<file path="src/rtl/cpwm_core.sv">
module cpwm_core #(
  parameter int W  = 16,
  parameter int AW = 3,
  parameter logic [W-1:0] DEAD_RST = '1,
  parameter logic [W-1:0] HALF_RST = '1,
  parameter logic [W-1:0] SHAD_RST = '1
) (
  input  logic          clk,
  input  logic          rst_n,
  input  logic [AW-1:0] bus_addr,
  input  logic [W-1:0]  bus_wdata,
  input  logic          bus_wr,
  input  logic          bus_rd,
  input  logic          bus_word,
  output logic [W-1:0]  bus_rdata,
  output logic          zero_pulse
);
  localparam logic [AW-1:0] A_CTRL  = AW'(0);
  localparam logic [AW-1:0] A_DEAD  = AW'(1);
  localparam logic [AW-1:0] A_HALF  = AW'(2);
  localparam logic [AW-1:0] A_SHAD  = AW'(3);
  localparam logic [AW-1:0] A_SUB   = AW'(4);
  localparam logic [AW-1:0] A_LEAD  = AW'(5);
  localparam logic [AW-1:0] A_TRAIL = AW'(6);

  logic         run, up_q;
  logic [1:0]   mode;
  logic [W-1:0] dead_q, half_q, shad_q, sub_q, lead_q, trail_q;

  wire wok     = bus_wr & bus_word;
  wire w_ctrl  = wok & (bus_addr == A_CTRL);
  wire w_dead  = wok & (bus_addr == A_DEAD);
  wire w_half  = wok & (bus_addr == A_HALF);
  wire w_shad  = wok & (bus_addr == A_SHAD);
  wire restart = w_ctrl & bus_wdata[0] & ~run;

  wire crest   = run & up_q & (sub_q == half_q);
  wire trough  = run & ~up_q & (sub_q == '0);
  wire xfer    = (crest & ~mode[0]) | (trough & (mode[0] ^ mode[1]));
  wire next_up = crest ? 1'b0 : (trough ? 1'b1 : up_q);

  assign zero_pulse = trough;

  always_ff @(posedge clk or negedge rst_n) begin
    if (!rst_n) begin
      run     <= 1'b0;
      mode    <= 2'b00;
      dead_q  <= DEAD_RST;
      half_q  <= HALF_RST;
      shad_q  <= SHAD_RST;
    end else begin
      if (w_ctrl) begin
        run  <= bus_wdata[0];
        mode <= bus_wdata[2:1];
      end
      if (w_dead) dead_q <= bus_wdata;
      if (w_shad) shad_q <= bus_wdata;
      if (xfer) half_q <= shad_q;
      else if (w_half) half_q <= bus_wdata;
    end
  end

  always_ff @(posedge clk or negedge rst_n) begin
    if (!rst_n) begin
      up_q    <= 1'b1;
      sub_q   <= '0;
      lead_q  <= '0;
      trail_q <= '0;
    end else if (restart) begin
      up_q    <= 1'b1;
      sub_q   <= '0;
      lead_q  <= dead_q;
      trail_q <= '0;
    end else if (run) begin
      up_q    <= next_up;
      sub_q   <= next_up ? sub_q + 1'b1 : sub_q - 1'b1;
      lead_q  <= next_up ? lead_q + 1'b1 : lead_q - 1'b1;
      trail_q <= next_up ? trail_q + 1'b1 : trail_q - 1'b1;
    end
  end

  always_comb begin
    bus_rdata = '0;
    if (bus_rd && bus_word) begin
      case (bus_addr)
        A_CTRL:  bus_rdata = {{(W-3){1'b0}}, mode, run};
        A_DEAD:  bus_rdata = dead_q;
        A_HALF:  bus_rdata = half_q;
        A_SHAD:  bus_rdata = shad_q;
        A_SUB:   bus_rdata = sub_q;
        A_LEAD:  bus_rdata = lead_q;
        A_TRAIL: bus_rdata = trail_q;
        default: bus_rdata = '0;
      endcase
    end
  end

  assert_byte_ignored_R2: assert property (@(posedge clk) disable iff (!rst_n)
    (bus_wr && !bus_word && !run) |=>
      ($stable(dead_q) && $stable(half_q) && $stable(shad_q) && $stable(mode) && $stable(run)));

  assert_restart_preload_R4: assert property (@(posedge clk) disable iff (!rst_n)
    $rose(run) |-> (lead_q == dead_q && trail_q == '0 && sub_q == '0));

  assert_zero_single_R6: assert property (@(posedge clk) disable iff (!rst_n)
    zero_pulse |=> !zero_pulse);

  assert_gap_held_R7: assert property (@(posedge clk) disable iff (!rst_n)
    (run && $past(run) && $stable(dead_q)) |-> ((lead_q - trail_q) == $past(lead_q - trail_q)));

  assert_frozen_R8: assert property (@(posedge clk) disable iff (!rst_n)
    (!run && !$past(run)) |-> ($stable(sub_q) && $stable(lead_q) && $stable(trail_q)));

  assert_no_copy_R9: assert property (@(posedge clk) disable iff (!rst_n)
    ((mode == 2'b11 || !run) && !w_half) |=> $stable(half_q));
endmodule

</file>
<file path="config.mk">
export PLATFORM = sky130hd
export DESIGN_NAME = cpwm_core
export DESIGN_NICKNAME = d
export VERILOG_FILES = /design/src/rtl/cpwm_core.sv
export SDC_FILE = /design/constraint.sdc
export NUM_CORES = 1
export LEC_CHECK = 0
export BUFFER_PORTS_ARGS = -buffer_cell sky130_fd_sc_hd__buf_2
export CAP_MARGIN = 20
export CORE_AREA = 2 2 161 163
export CTS_CLUSTER_SIZE = 20
export DETAILED_ROUTE_END_ITERATION = 10
export DIE_AREA = 0 0 163 165
export SLEW_MARGIN = 20
export SYNTH_ARGS = -nofsm -noshare
export SYNTH_HDL_FRONTEND = slang
export SYNTH_SLANG_ARGS = --single-unit
</file>
<file path="constraint.sdc">
create_clock -name clk -period 3.94 [get_ports clk]
set_input_delay 0.197 -clock clk [delete_from_list [all_inputs] [get_ports clk]]
set_output_delay 0.197 -clock clk [all_outputs]
set_load 0.005 [all_outputs]
</file>
==> metrics.md <==
| Metric | Value |
|---|---|
| Max frequency | 276 MHz |
| Clock-pin transition on the worst setup and hold timing paths | 0.07 ns |
| Worst Hold Class | input pin to flop |
| # setup viols final | 0 |
| CP max-delay cell | dfrtp_1 |
| Asr flop ratio synth | 1.00 |
| Number of synthesized flops with an enable pin | 0 |
| Leakage power | 3.47 nW |
| Crit path max fanout | 6 |
| CP peak stage delay | 0.45 ns |
| Worst path cell trace | xor2_1 -> nor4_1 -> nand3_1 -> o22ai_4 -> buf_4 -> ha_1 -> a211oi_1 -> o211ai_1 -> a31o_2 -> a31oi_1 -> o21ai_0 -> xnor2_1 -> o21ai_0 |
| First-pass GRT wire length | 33.4 mm |
| Required @ worst endpoint | 4.16 ns |
| Post-synthesis sequential area ratio | 0.356 |
| Share of the clock period used by the worst path | 0.921 |
| Die X | 163 um |
| Commonest non-fill, non-tap cell in the layout | nand2_1 |
| VDD IR-drop max | 523 uV |
| FF+latch count, synth | 100 |
| Slew Viols, Final | 0 |
| Clk_lat worst skew | 0.36 ns |
| Number of fill cells in the layout | 2,574 |
| Share of cells above drive strength 1 | 0.274 |
| Routability cong. | 0.837 |
| Worst Max-Slew Pin Slew | 0.900 ns |
| Mean Syn Cell Area | 9.64 um^2 |
| CTS tree | yes |
| Total track usage | 0.160 |
| Most used cell, CP | o21ai_0 |
| Area of the core | 25,000 um^2 |
| First-pass iteration count of the detailed router | 5 |
| GRT overflow | 0 |
| Area grow syn2layout | 13.6% |
| H-tree Lvls | 3 |
| Antenna Cells | 0 |
| Cell taking the most area after synthesis | dfstp_2 |
| Final net count | 862 |
| Unique masters post-synth | 56 |
| Final Non-Filler Cells | 1,123 |
| Number of CTS-inserted buffers | 9 |
| Routed length per instance | 18.6 um |
| WL final | 20.9 mm |
| Register Area | 2560 um^2 |
| Area of the multi-input gates | 4460 um^2 |
| Row cnt | 58 |
| Initial antenna violation count | 0 |
| Vias in the first global route | 5,819 |
| Num Clock Sinks | 100 |
| Status | finished clean |
| Die area | 26,900 um^2 |
| Starting Density | 0.288 |
| Critical path startpoint category | flop |
| Critical path type | flop to flop |
| Detailed placement HPWL | 15.4 mm |
| Crit path DAT | 3.85 ns |
| CTS max path bufs | 2 |
| DRC viols | 0 |
| Max capacitance violation total | 0 |
| RSZ-0062 raised after global routing | false |
| Synth warnings | 0 |
| Die height | 165 um |
| Netlist Area Pre-Place | 7200 um^2 |
| Setup Skew | 0.00802 ns |
| Root Driver | clkbuf_16 |
| Slew headroom | 0.399 |
| Tmin final | 3.63 ns |
| Largest net degree at the start of global routing | 79 |
| DR vias | 5,991 |
| Dominant synthesized flop cell | dfrtp_1 |
| Detail Route Antenna Nets | 0 |
| Cell Pwr Density | 888 nW/um^2 |
| Setup_tns | 0 ns |
| Vias per cell | 5.33 |
| Final hold violations | 0 |
| Synth top area share | 0.179 |
| # port buffers | 40 |
| Syn nets | 821 |
| Synth Instances | 747 |
| Initial DRC Count | 448 |
| Critical Path Sink Type | flop |
| Synth area leaders | dfstp_2, dfrtp_1, mux2_2, ha_1, xor2_1 |
| I/O pin cnt | 41 |
| Most frequent cells in the layout | nand2_1, mux2_2, o21ai_0 |
| Placed insts | 1,104 |
[sequential cells by signal (all words and copies together), names as in the netlist]
signal,count
up_q,1
dead_q,16
shad_q,16
mode,2
sub_q,16
lead_q,16
half_q,16
trail_q,16
run,1
[worst max-delay path, delay by kind of cell (launching register included)]
family                   cells  cell delay, ns
AO/OA/AOI/OAI                7            1.71
adder cells (fa/ha/maj)      1            0.23
AND/OR/NAND/NOR              2            0.60
flip-flops                   1            0.45
XOR/XNOR                     2            0.32
buffers and inverters        1            0.18
[cell usage after synthesis, drive strengths merged (10+ instances only)]
library cell,instances
o21ai,62
ha,47
nand2,84
mux2,78
xnor2,20
a31oi,10
clkbuf,27
a21o,14
mux2i,26
dfrtp,51
nand3,16
nor2,40
xor2,38
dfstp,49
a21oi,49
nor2b,13
[metal layers]
metal  GRT usage  share of wire  routed length, um  up-vias
met5           0              0                  0        -
met3      0.0281          0.055               1150       19
met2       0.249           0.46               9580      158
met1       0.233           0.47               9920     2999
li1            -              -                  -     2815
met4      0.0334          0.013                278        0
[per-stage QoR]
step	setup slack, ns	util	instance area, um^2	total power, mW	hold slack, ns
after floorplan	0.234	-	7200	5.25	-0.0986
after global placement	0.247	0.313	7840	6.29	0.437
after detailed placement	0.316	0.313	7840	6.33	0.424
after CTS	0.285	0.325	8130	7.25	0.0485
after global routing	0.0266	0.327	8180	7.93	0.109
final	0.312	0.327	8180	7.27	0.101
[path summary, 6_finish.rpt]
kind,startpoint,end,slack [ns],cells after the start
max in group asynchronous,rst_n,half_q[0]$_DFFE_PN1P_,2.98,3
worst min register to register,trail_q[8]$_DFFE_PN0P_,trail_q[8]$_DFFE_PN0P_,0.58,2
worst max register to register,sub_q[12]$_DFFE_PN0P_,lead_q[13]$_DFFE_PN0P_,0.31,13
worst max-delay path,sub_q[12]$_DFFE_PN0P_,lead_q[13]$_DFFE_PN0P_,0.31,13
min in group asynchronous,rst_n,run$_DFFE_PN0P_,0.28,2
worst min-delay path,bus_wdata[7],shad_q[7]$_DFFE_PN1P_,0.10,2
[what timing repair did]
item	in CTS	in global routing
buffers inserted	0	1
endpoints found under the hold margin	0	12
hold buffers	0	1
setup endpoints to repair	0	3
resized for setup	0	3
[report_power, final]
group | internal, mW | switching, mW
clock network | 0.480 | 0.401
logic | 2.00 | 2.36
registers | 1.52 | 0.512
[final cells by class]
cell class	count	share of cell area
clock buffer	13	0.0330
clock inverter	3	0.00245
inverter	9	0.00413
multi-input combinational	603	0.545
sequential	100	0.313
tap	330	0.0505
timing repair buffer	65	0.0518
[cells by family (layout without fill, tap and decap cells)]
kind of cell / count (synthesis) / count (layout) / synth area share
simple gates: 188 / 188 / 0.121
mux: 104 / 104 / 0.158
xor+xnor: 58 / 58 / 0.0705
buf+inv: 44 / 90 / 0.0252
fa+ha+maj: 50 / 50 / 0.0900
flops: 100 / 100 / 0.356
compound gates: 203 / 203 / 0.179
Power figures use the tool's default switching activity.
